### src/rtl/ringgw_pkg.sv
package ringgw_pkg;

  typedef enum logic [1:0] {
    RT_IDLE  = 2'd0,
    RT_SRC   = 2'd1,
    RT_BCAST = 2'd2,
    RT_DST   = 2'd3
  } rt_state_e;

  typedef enum logic {
    OWN_CPU = 1'b0,
    OWN_GW  = 1'b1
  } owner_e;

endpackage

### src/rtl/gw_cell.sv
module gw_cell
  import ringgw_pkg::*;
#(
  parameter int NMSG    = 8,
  parameter int REC_W   = 96,
  parameter int CMD_LAT = 3,
  localparam int MSG_W  = (NMSG > 1) ? $clog2(NMSG) : 1
) (
  input  logic             clk,
  input  logic             rst_n,
  input  logic             cpu_stb,
  input  logic             cpu_wr,
  input  logic [MSG_W-1:0] cpu_msg,
  input  logic [REC_W-1:0] cpu_wdata,
  output logic             cpu_ack,
  output logic [REC_W-1:0] cpu_rec,
  input  logic             gw_req,
  input  logic             gw_wr,
  input  logic [MSG_W-1:0] gw_msg,
  output logic             gw_done,
  input  logic             ring_ld,
  input  logic [REC_W-1:0] ring_in,
  output logic [REC_W-1:0] gw_rec,
  output logic             busy
);

  localparam int CNT_W = $clog2(CMD_LAT + 1);
  localparam logic [CNT_W-1:0] LAST = CNT_W'(CMD_LAT - 1);

  logic [REC_W-1:0] ram [NMSG];

  logic             hbusy_q, hbusy_d;
  owner_e           own_q, own_d;
  logic             opwr_q, opwr_d;
  logic [MSG_W-1:0] opmsg_q, opmsg_d;
  logic [CNT_W-1:0] cnt_q, cnt_d;
  logic             pend_q, pend_d;
  logic             cwr_q;
  logic [MSG_W-1:0] cmsg_q;
  logic             ack_q;
  logic [REC_W-1:0] cset_q, gset_q;
  logic [REC_W-1:0] ram_rd;
  logic             cpu_take, gw_take, finish;

  // fixed priority: a pending or arriving CPU command blocks the router
  assign cpu_take = !hbusy_q && pend_q;
  assign gw_take  = !hbusy_q && !pend_q && !cpu_stb && gw_req;
  assign finish   = hbusy_q && (cnt_q == LAST);
  assign ram_rd   = ram[opmsg_q];

  always_comb begin
    hbusy_d = hbusy_q;
    own_d   = own_q;
    opwr_d  = opwr_q;
    opmsg_d = opmsg_q;
    cnt_d   = cnt_q;
    pend_d  = (pend_q && !cpu_take) || cpu_stb;
    if (hbusy_q) begin
      if (finish) hbusy_d = 1'b0;
      else        cnt_d   = cnt_q + CNT_W'(1);
    end else if (cpu_take) begin
      hbusy_d = 1'b1;
      own_d   = OWN_CPU;
      opwr_d  = cwr_q;
      opmsg_d = cmsg_q;
      cnt_d   = '0;
    end else if (gw_take) begin
      hbusy_d = 1'b1;
      own_d   = OWN_GW;
      opwr_d  = gw_wr;
      opmsg_d = gw_msg;
      cnt_d   = '0;
    end
  end

  always_ff @(posedge clk or negedge rst_n) begin
    if (!rst_n) begin
      hbusy_q <= 1'b0;
      own_q   <= OWN_CPU;
      opwr_q  <= 1'b0;
      opmsg_q <= '0;
      cnt_q   <= '0;
      pend_q  <= 1'b0;
      ack_q   <= 1'b0;
      cwr_q   <= 1'b0;
      cmsg_q  <= '0;
    end else begin
      hbusy_q <= hbusy_d;
      own_q   <= own_d;
      opwr_q  <= opwr_d;
      opmsg_q <= opmsg_d;
      cnt_q   <= cnt_d;
      pend_q  <= pend_d;
      ack_q   <= finish && (own_q == OWN_CPU);
      if (cpu_stb) begin
        cwr_q  <= cpu_wr;
        cmsg_q <= cpu_msg;
      end
    end
  end

  // datapath registers, no reset
  always_ff @(posedge clk) begin
    if (finish && (own_q == OWN_CPU) && !opwr_q) cset_q <= ram_rd;
    else if (cpu_stb && cpu_wr)                  cset_q <= cpu_wdata;
    if (finish && (own_q == OWN_GW) && !opwr_q)  gset_q <= ram_rd;
    else if (ring_ld)                            gset_q <= ring_in;
  end

  always_ff @(posedge clk) begin
    if (finish && opwr_q) ram[opmsg_q] <= (own_q == OWN_CPU) ? cset_q : gset_q;
  end

  assign cpu_ack = ack_q;
  assign cpu_rec = cset_q;
  assign gw_rec  = gset_q;
  assign gw_done = finish && (own_q == OWN_GW);
  assign busy    = hbusy_q;

  // CPU wins a tie at an idle handler
  assert_cpu_first_R7: assert property (@(posedge clk) disable iff (!rst_n)
    (!hbusy_q && pend_q && gw_req) |=> (hbusy_q && own_q == OWN_CPU));

  // a router operation runs to completion on the same message
  assert_no_preempt_R8: assert property (@(posedge clk) disable iff (!rst_n)
    (hbusy_q && own_q == OWN_GW && !finish) |=> (hbusy_q && own_q == OWN_GW && $stable(opmsg_q)));

  // acknowledge is a single-cycle pulse
  assert_ack_pulse_R2: assert property (@(posedge clk) disable iff (!rst_n)
    cpu_ack |=> !cpu_ack);

endmodule

### src/rtl/gw_ring.sv
module gw_ring #(
  parameter int NCELL = 4,
  parameter int REC_W = 96
) (
  input  logic [NCELL-1:0]            drive,
  input  logic [NCELL-1:0][REC_W-1:0] cell_rec,
  output logic [NCELL-1:0][REC_W-1:0] ring_in
);

  // Output muxes of all cells: a cell either drives its record or forwards
  // its input. Walked twice round so cells upstream of the driver see it.
  always_comb begin
    logic [REC_W-1:0] cur;
    cur     = '0;
    ring_in = '0;
    for (int j = 0; j < 2 * NCELL; j++) begin
      if (j >= NCELL) ring_in[j - NCELL] = cur;
      if (drive[j % NCELL]) cur = cell_rec[j % NCELL];
    end
  end

endmodule

### src/rtl/gw_router.sv
module gw_router
  import ringgw_pkg::*;
#(
  parameter int NCELL  = 4,
  parameter int NMSG   = 8,
  localparam int CELL_W = (NCELL > 1) ? $clog2(NCELL) : 1,
  localparam int MSG_W  = (NMSG > 1) ? $clog2(NMSG) : 1
) (
  input  logic              clk,
  input  logic              rst_n,
  input  logic              xfer_req,
  input  logic [CELL_W-1:0] xfer_src,
  input  logic [MSG_W-1:0]  xfer_src_msg,
  input  logic [NCELL-1:0]  xfer_dst_mask,
  input  logic [MSG_W-1:0]  xfer_dst_msg,
  input  logic [NCELL-1:0]  gw_done,
  output logic [NCELL-1:0]  gw_req,
  output logic              gw_wr,
  output logic [MSG_W-1:0]  gw_msg,
  output logic [NCELL-1:0]  drive,
  output logic [NCELL-1:0]  ring_ld,
  output logic              ready,
  output logic              done,
  output logic              err
);

  rt_state_e         st_q, st_d;
  logic [CELL_W-1:0] src_q, src_d;
  logic [MSG_W-1:0]  smsg_q, smsg_d;
  logic [MSG_W-1:0]  dmsg_q, dmsg_d;
  logic [NCELL-1:0]  mask_q, mask_d;
  logic [NCELL-1:0]  pend_q, pend_d;
  logic              done_q, done_d;
  logic              err_q, err_d;
  logic [NCELL-1:0]  left;

  assign left = pend_q & ~gw_done;

  always_comb begin
    st_d   = st_q;
    src_d  = src_q;
    smsg_d = smsg_q;
    dmsg_d = dmsg_q;
    mask_d = mask_q;
    pend_d = pend_q;
    done_d = 1'b0;
    err_d  = 1'b0;
    case (st_q)
      RT_IDLE: begin
        if (xfer_req) begin
          if (xfer_dst_mask == '0) begin
            err_d = 1'b1;
          end else begin
            src_d  = xfer_src;
            smsg_d = xfer_src_msg;
            dmsg_d = xfer_dst_msg;
            mask_d = xfer_dst_mask;
            pend_d = NCELL'(1) << xfer_src;
            st_d   = RT_SRC;
          end
        end
      end
      RT_SRC: begin
        pend_d = left;
        if (left == '0) st_d = RT_BCAST;
      end
      RT_BCAST: begin
        pend_d = mask_q;
        st_d   = RT_DST;
      end
      RT_DST: begin
        pend_d = left;
        if (left == '0) begin
          st_d   = RT_IDLE;
          done_d = 1'b1;
        end
      end
      default: st_d = RT_IDLE;
    endcase
  end

  always_ff @(posedge clk or negedge rst_n) begin
    if (!rst_n) begin
      st_q   <= RT_IDLE;
      src_q  <= '0;
      smsg_q <= '0;
      dmsg_q <= '0;
      mask_q <= '0;
      pend_q <= '0;
      done_q <= 1'b0;
      err_q  <= 1'b0;
    end else begin
      st_q   <= st_d;
      src_q  <= src_d;
      smsg_q <= smsg_d;
      dmsg_q <= dmsg_d;
      mask_q <= mask_d;
      pend_q <= pend_d;
      done_q <= done_d;
      err_q  <= err_d;
    end
  end

  assign gw_req  = (st_q == RT_SRC || st_q == RT_DST) ? pend_q : '0;
  assign gw_wr   = (st_q == RT_DST);
  assign gw_msg  = (st_q == RT_DST) ? dmsg_q : smsg_q;
  assign drive   = (st_q == RT_BCAST) ? (NCELL'(1) << src_q) : '0;
  assign ring_ld = (st_q == RT_BCAST) ? mask_q : '0;
  assign ready   = (st_q == RT_IDLE);
  assign done    = done_q;
  assign err     = err_q;

  // empty mask answers with an error and no transfer
  assert_err_empty_R5: assert property (@(posedge clk) disable iff (!rst_n)
    (ready && xfer_req && xfer_dst_mask == '0) |=> (err && !done && ready));

  // completion is a single-cycle pulse and never coincides with an error
  assert_done_pulse_R6: assert property (@(posedge clk) disable iff (!rst_n)
    done |=> !done);
  assert_done_err_excl_R6: assert property (@(posedge clk) disable iff (!rst_n)
    !(done && err));

  // requests during a transfer leave the latched route untouched
  assert_busy_ignore_R9: assert property (@(posedge clk) disable iff (!rst_n)
    (!ready && xfer_req) |=> ($stable(mask_q) && $stable(src_q) && $stable(dmsg_q)));

endmodule

### src/rtl/ring_gateway.sv
module ring_gateway
  import ringgw_pkg::*;
#(
  parameter int NCELL   = 4,
  parameter int NMSG    = 8,
  parameter int REC_W   = 96,
  parameter int CMD_LAT = 3,
  localparam int CELL_W = (NCELL > 1) ? $clog2(NCELL) : 1,
  localparam int MSG_W  = (NMSG > 1) ? $clog2(NMSG) : 1
) (
  input  logic              clk,
  input  logic              rst_n,
  input  logic              xfer_req,
  input  logic [CELL_W-1:0] xfer_src,
  input  logic [MSG_W-1:0]  xfer_src_msg,
  input  logic [NCELL-1:0]  xfer_dst_mask,
  input  logic [MSG_W-1:0]  xfer_dst_msg,
  output logic              xfer_ready,
  output logic              xfer_done,
  output logic              xfer_err,
  input  logic              cpu_req,
  input  logic [CELL_W-1:0] cpu_cell,
  input  logic              cpu_wr,
  input  logic [MSG_W-1:0]  cpu_msg,
  input  logic [REC_W-1:0]  cpu_wdata,
  output logic              cpu_ack,
  output logic [REC_W-1:0]  cpu_rdata,
  output logic [NCELL-1:0]  cell_busy
);

  logic [1:0]             rst_pipe;
  logic                   rst_int_n;
  logic [NCELL-1:0]       gw_req, gw_done, drive, ring_ld, ack_v, stb_v;
  logic                   gw_wr;
  logic [MSG_W-1:0]       gw_msg;
  logic [NCELL-1:0][REC_W-1:0] gw_rec, cpu_rec, ring_in;
  logic [REC_W-1:0]       bcast_val;

  // asynchronous assert, synchronous release
  always_ff @(posedge clk or negedge rst_n) begin
    if (!rst_n) rst_pipe <= '0;
    else        rst_pipe <= {rst_pipe[0], 1'b1};
  end
  assign rst_int_n = rst_pipe[1];

  gw_router #(.NCELL(NCELL), .NMSG(NMSG)) u_router (
    .clk(clk), .rst_n(rst_int_n),
    .xfer_req(xfer_req), .xfer_src(xfer_src), .xfer_src_msg(xfer_src_msg),
    .xfer_dst_mask(xfer_dst_mask), .xfer_dst_msg(xfer_dst_msg),
    .gw_done(gw_done), .gw_req(gw_req), .gw_wr(gw_wr), .gw_msg(gw_msg),
    .drive(drive), .ring_ld(ring_ld),
    .ready(xfer_ready), .done(xfer_done), .err(xfer_err)
  );

  gw_ring #(.NCELL(NCELL), .REC_W(REC_W)) u_ring (
    .drive(drive), .cell_rec(gw_rec), .ring_in(ring_in)
  );

  for (genvar i = 0; i < NCELL; i++) begin : g_cell
    assign stb_v[i] = cpu_req && (cpu_cell == CELL_W'(i));

    gw_cell #(.NMSG(NMSG), .REC_W(REC_W), .CMD_LAT(CMD_LAT)) u_cell (
      .clk(clk), .rst_n(rst_int_n),
      .cpu_stb(stb_v[i]), .cpu_wr(cpu_wr), .cpu_msg(cpu_msg), .cpu_wdata(cpu_wdata),
      .cpu_ack(ack_v[i]), .cpu_rec(cpu_rec[i]),
      .gw_req(gw_req[i]), .gw_wr(gw_wr), .gw_msg(gw_msg), .gw_done(gw_done[i]),
      .ring_ld(ring_ld[i]), .ring_in(ring_in[i]), .gw_rec(gw_rec[i]),
      .busy(cell_busy[i])
    );

    // every loading cell captures the record the driving cell presented
    assert_bcast_copy_R3: assert property (@(posedge clk) disable iff (!rst_int_n)
      ring_ld[i] |=> (gw_rec[i] == $past(bcast_val)));
  end

  always_comb begin
    cpu_rdata = '0;
    cpu_ack   = 1'b0;
    bcast_val = '0;
    for (int i = 0; i < NCELL; i++) begin
      if (ack_v[i]) cpu_rdata = cpu_rdata | cpu_rec[i];
      cpu_ack = cpu_ack | ack_v[i];
      if (drive[i]) bcast_val = bcast_val | gw_rec[i];
    end
  end

  // at most one cell drives the ring
  assert_one_driver_R3: assert property (@(posedge clk) disable iff (!rst_int_n)
    $onehot0(drive));

endmodule

### config.mk
export PLATFORM = sky130hd
export DESIGN_NAME = ring_gateway
export DESIGN_NICKNAME = d
export VERILOG_FILES = /design/src/rtl/ringgw_pkg.sv /design/src/rtl/gw_cell.sv /design/src/rtl/gw_ring.sv /design/src/rtl/gw_router.sv /design/src/rtl/ring_gateway.sv
export SDC_FILE = /design/constraint.sdc
export NUM_CORES = 2
export LEC_CHECK = 0
export ABC_CLOCK_PERIOD_IN_PS = 3610
export BUFFER_PORTS_ARGS = -buffer_cell sky130_fd_sc_hd__buf_2
export CAP_MARGIN = 10
export CORE_UTILIZATION = 35
export DETAILED_ROUTE_END_ITERATION = 10
export GPL_TIMING_DRIVEN = 0
export PLACE_DENSITY = 0.53
export SLEW_MARGIN = 20
export SYNTH_ARGS = -nofsm -noshare
export SYNTH_HDL_FRONTEND = slang
export SYNTH_HIERARCHICAL = 1
export SYNTH_SLANG_ARGS = --single-unit
### constraint.sdc
create_clock -name clk -period 3.61 [get_ports clk]
set_input_delay 0.361 -clock clk [delete_from_list [all_inputs] [get_ports clk]]
set_output_delay 0.361 -clock clk [all_outputs]
set_load 0.02 [all_outputs]
==> run summary <==
• finished, violations left — run status
• setup timing — failing checks
• 221 — Port Buffer Count
• 128.4 ps — WHS
• 0 — count of endpoints failing hold in the final timing report
• 0.4818 mm2 — Total Die Area
• 0.1985 mm2 — final standard cell area without fillers
• 504.7 mm — estimated wirelength of the detail-placed design
• 4 — maximum root-to-sink buffer count
• 0 — number of max-slew violations in the final report
• edfxtp_1 — top_reg_cell synth
• 0 — Final ANT Viol Nets
• 7 — cell depth of the worst flop-to-flop path
• 1307 ps — transition time at the pin with the least slew margin
• built — TritonCTS clock tree
• flip-flop — endpoint type of the worst setup path
• 0 — remaining design rule violation count
• 1030 ps — clk_lat worst skew
• 175.2 mW — power consumption
• 0 — aggregate global routing overflow
• 41.73% — post-layout util
• 222 — Ports
• buffers and inverters — cell family with the largest share of critical-path delay
• buf_6 — Slowest cell on crit path
• 10764 — Gate Count Post-Synth
• 118 — number of antenna violations at the first check in global routing
• g_cell[1].u_cell/own_q — Critical Path Start
• g_cell[1].u_cell/own_q — worst reg2reg path startpoint
• g_cell[1].u_cell/cpu_rec[50] — capture point of the worst reg-to-reg path
• 0.1833 mm2 — Cell Area, Placed
• edfxtp_1, mux2i_1, mux2_2, nand2_1, mux4_2 — top post-synthesis cells by area
• 0.1676 mm2 — cell area after synthesis
• 267.5 MHz — achievable frequency
• 4430 ps — signal arrival time at the worst endpoint
• 15.58 um2 — per-instance average area after synthesis
• 103.6% — share of the cycle needed by the critical path after routing
• 35.24% — Starting Density
• 18.41% — synthesis-to-finish area growth
• 65 — Unique masters post-synth
• yes — unrepaired setup endpoints after global routing
• 882.5 mW/mm2 — power density cells
• 691.6 mm — overall routed net length
• -130 ps — reg-to-reg slack, setup
• 112537 — overall via count from detail_route
• 37.06 um — detail-routed net length per standard cell
• 44.52 ps — post-route clock skew
• 5 — buffering stage count on the worst path with inverters included
• edfxtp_1 — leading cell type in the layout, fill and taps excluded
• in -> reg — worst hold path type
• 69.94% — post-synthesis sequential area ratio
• 108332 — vias in the first global route
• 0 — total of max-cap violations
• 3739 ps — final period demand of the worst path
• 42741 — number of fillers in the final layout
• 412 — Num CTS Buffers
• 0.4758 mm2 — core area
• clkbuf_16 — buffer type at the clock tree root
• 27.79% — global routing usage summed across all routing layers
• 253 — cell row count
• flip-flop — kind of start point of the critical path
• g_cell[1].u_cell/cpu_rec[50] — Setup crit end
• 3840 — count of flip-flops with a built-in enable after synthesis
• 16053 — First DRT Iteration DRCs
• 7 — stages on the worst setup path
• 20.63% — layout cell share with drive strength beyond 1
• edfxtp_1 — cell type contributing the most total cell area after synthesis
• 3918 — CTS Sinks
• 0.5339 mV — peak supply drop
• edfxtp_1, nand2_1, mux2i_1, mux2_2, a22oi_1 — commonest cells after routing, fill and taps aside
• 66.02 nW — Leak
• 12.86% — relative slew slack
• 3918 — flip-flop and latch count after synthesis
• 530 ps — maximum cell stage delay along the critical path
• reg -> reg — class of the most critical setup path
• 694.1 um — Vert. Die Dim
• clkbuf_4 -> buf_12 -> or3_1 -> buf_6 -> buf_8 -> nand2_8 -> buf_16 — CP Cell Sequence
• 105 — Final setup violation count
• 68.78% — share of the synthesized area in the top cell type
• 11959 — number of nets in the layout
• 6.031 — via-per-instance ratio
• 10890 — Mapped Nets
• 6 — yosys synthesis warning count
• 0.9428 — Routability Congestion
• 1.991% — Async S/R FF share, synth
• 60 ps — CTS clk-pin slew, worst paths
• 694.1 um — DIE WIDTH
• 48 — pin count of the biggest net entering global routing
• 921.0 mm — first-pass GRT wire length
• -128.6 ps — Worst Slack Setup Final
• 5 — CTS HTree Levels
• 35 — peak fanout along the critical path
• 9 — length of the first detailed-routing pass in iterations
• 4300 ps — required time of the worst setup path
## metrics by stage
step / cells / setup WS, ps / setup TNS [ps]
finish: 18661 / -128.6 / -6158
detailed placement: 17649 / -1264 / -597460
floorplan: 10764 / -609.4 / -1334990
global placement: 17360 / -6921 / -
global route: 18586 / -35.12 / -284.9
CTS: 18543 / -27.82 / -204.2
## how the worst min path moves through the flow
stage	from	endpoint	slack, ps	cells after the start
global placement	rst_n	rst_pipe[0]	150	1
detailed placement	rst_n	rst_pipe[0]	150	1
floorplan	rst_n	rst_pipe[0]	70	0
CTS	xfer_dst_msg[0]	u_router/dmsg_q[0]	70	3
finish	xfer_dst_msg[0]	u_router/dmsg_q[0]	130	3
global route	xfer_dst_msg[0]	u_router/dmsg_q[0]	150	3
## synthesized netlist by cell type (all sizes together) (90+ instances only)
cell and instances:
a22oi 554, mux2 574, nor2 159, o31ai 291
a221oi 304, clkbuf 329, a21oi 90, o21a 100
nand2 1321, nor2b 318, buf 457, o21ai 681
o32ai 96, edfxtp 3840, mux2i 975, mux4 192
## final cells by class
type	instances	area, um2	area share (%)
Sequential cell	3918	117300	59.07
Timing Repair Buffer	660	8532	4.298
Buffer	781	4652	2.343
Multi-Input combinational cell	6038	46430	23.39
Antenna cell	109	272.8	0.1374
Clock inverter	260	2452	1.235
Inverter	22	91.34	0.04601
Tap cell	6375	7976	4.018
Clock buffer	498	10840	5.463
## flip-flops by register name (all words and copies together) (netlist names), 8 cells and up
signal / flops
g_cell.u_cell/cnt_q: 8
g_cell.u_cell/opmsg_q: 12
g_cell.u_cell/cpu_rec: 384
g_cell.u_cell/ram: 3072
g_cell.u_cell/cmsg_q: 12
g_cell.u_cell/gw_rec: 384
## cells by family after synthesis
logic type / after synthesis / share of synthesized area [%]
other: 1 / 0.002237
and+or+nand+nor: 1938 / 5.063
buffers and inverters: 808 / 2.614
adders and majority gates: 8 / 0.05971
DFF: 3918 / 69.94
AOI/OAI and AO/OA: 2350 / 10.06
muxes: 1741 / 12.26
## per-layer routing
metal	vias up	routed length (um)	track usage [%]
met5	-	587	0
met1	58198	261600	35.30
li1	44878	-	-
met4	60	41210	15.09
met2	7751	313300	43.27
met3	1650	74870	7.470
## repair_timing
| item | in CTS | in global routing |
|---|---|---|
| buffers inserted | 17 | 9 |
| resized for setup | 87 | 24 |
| hold buffers | 124 | 0 |
| endpoints found under the hold margin | 423 | 0 |
| pin swaps | 8 | 3 |
| endpoints found under the setup margin | 1491 | 324 |
## tightest hold or removal path: stages
cell and delay (ps):
dlygate4sd3_1 520, buf_2 90, mux2_2 130
## report_power, final
group	leakage (nW)	internal, mW	switching, mW
logic	23.8	19.9	49.2
registers	35.7	60.7	3.06
clock network	6.47	24.0	18.4
Note: power is estimated with default switching activity, not from simulation.
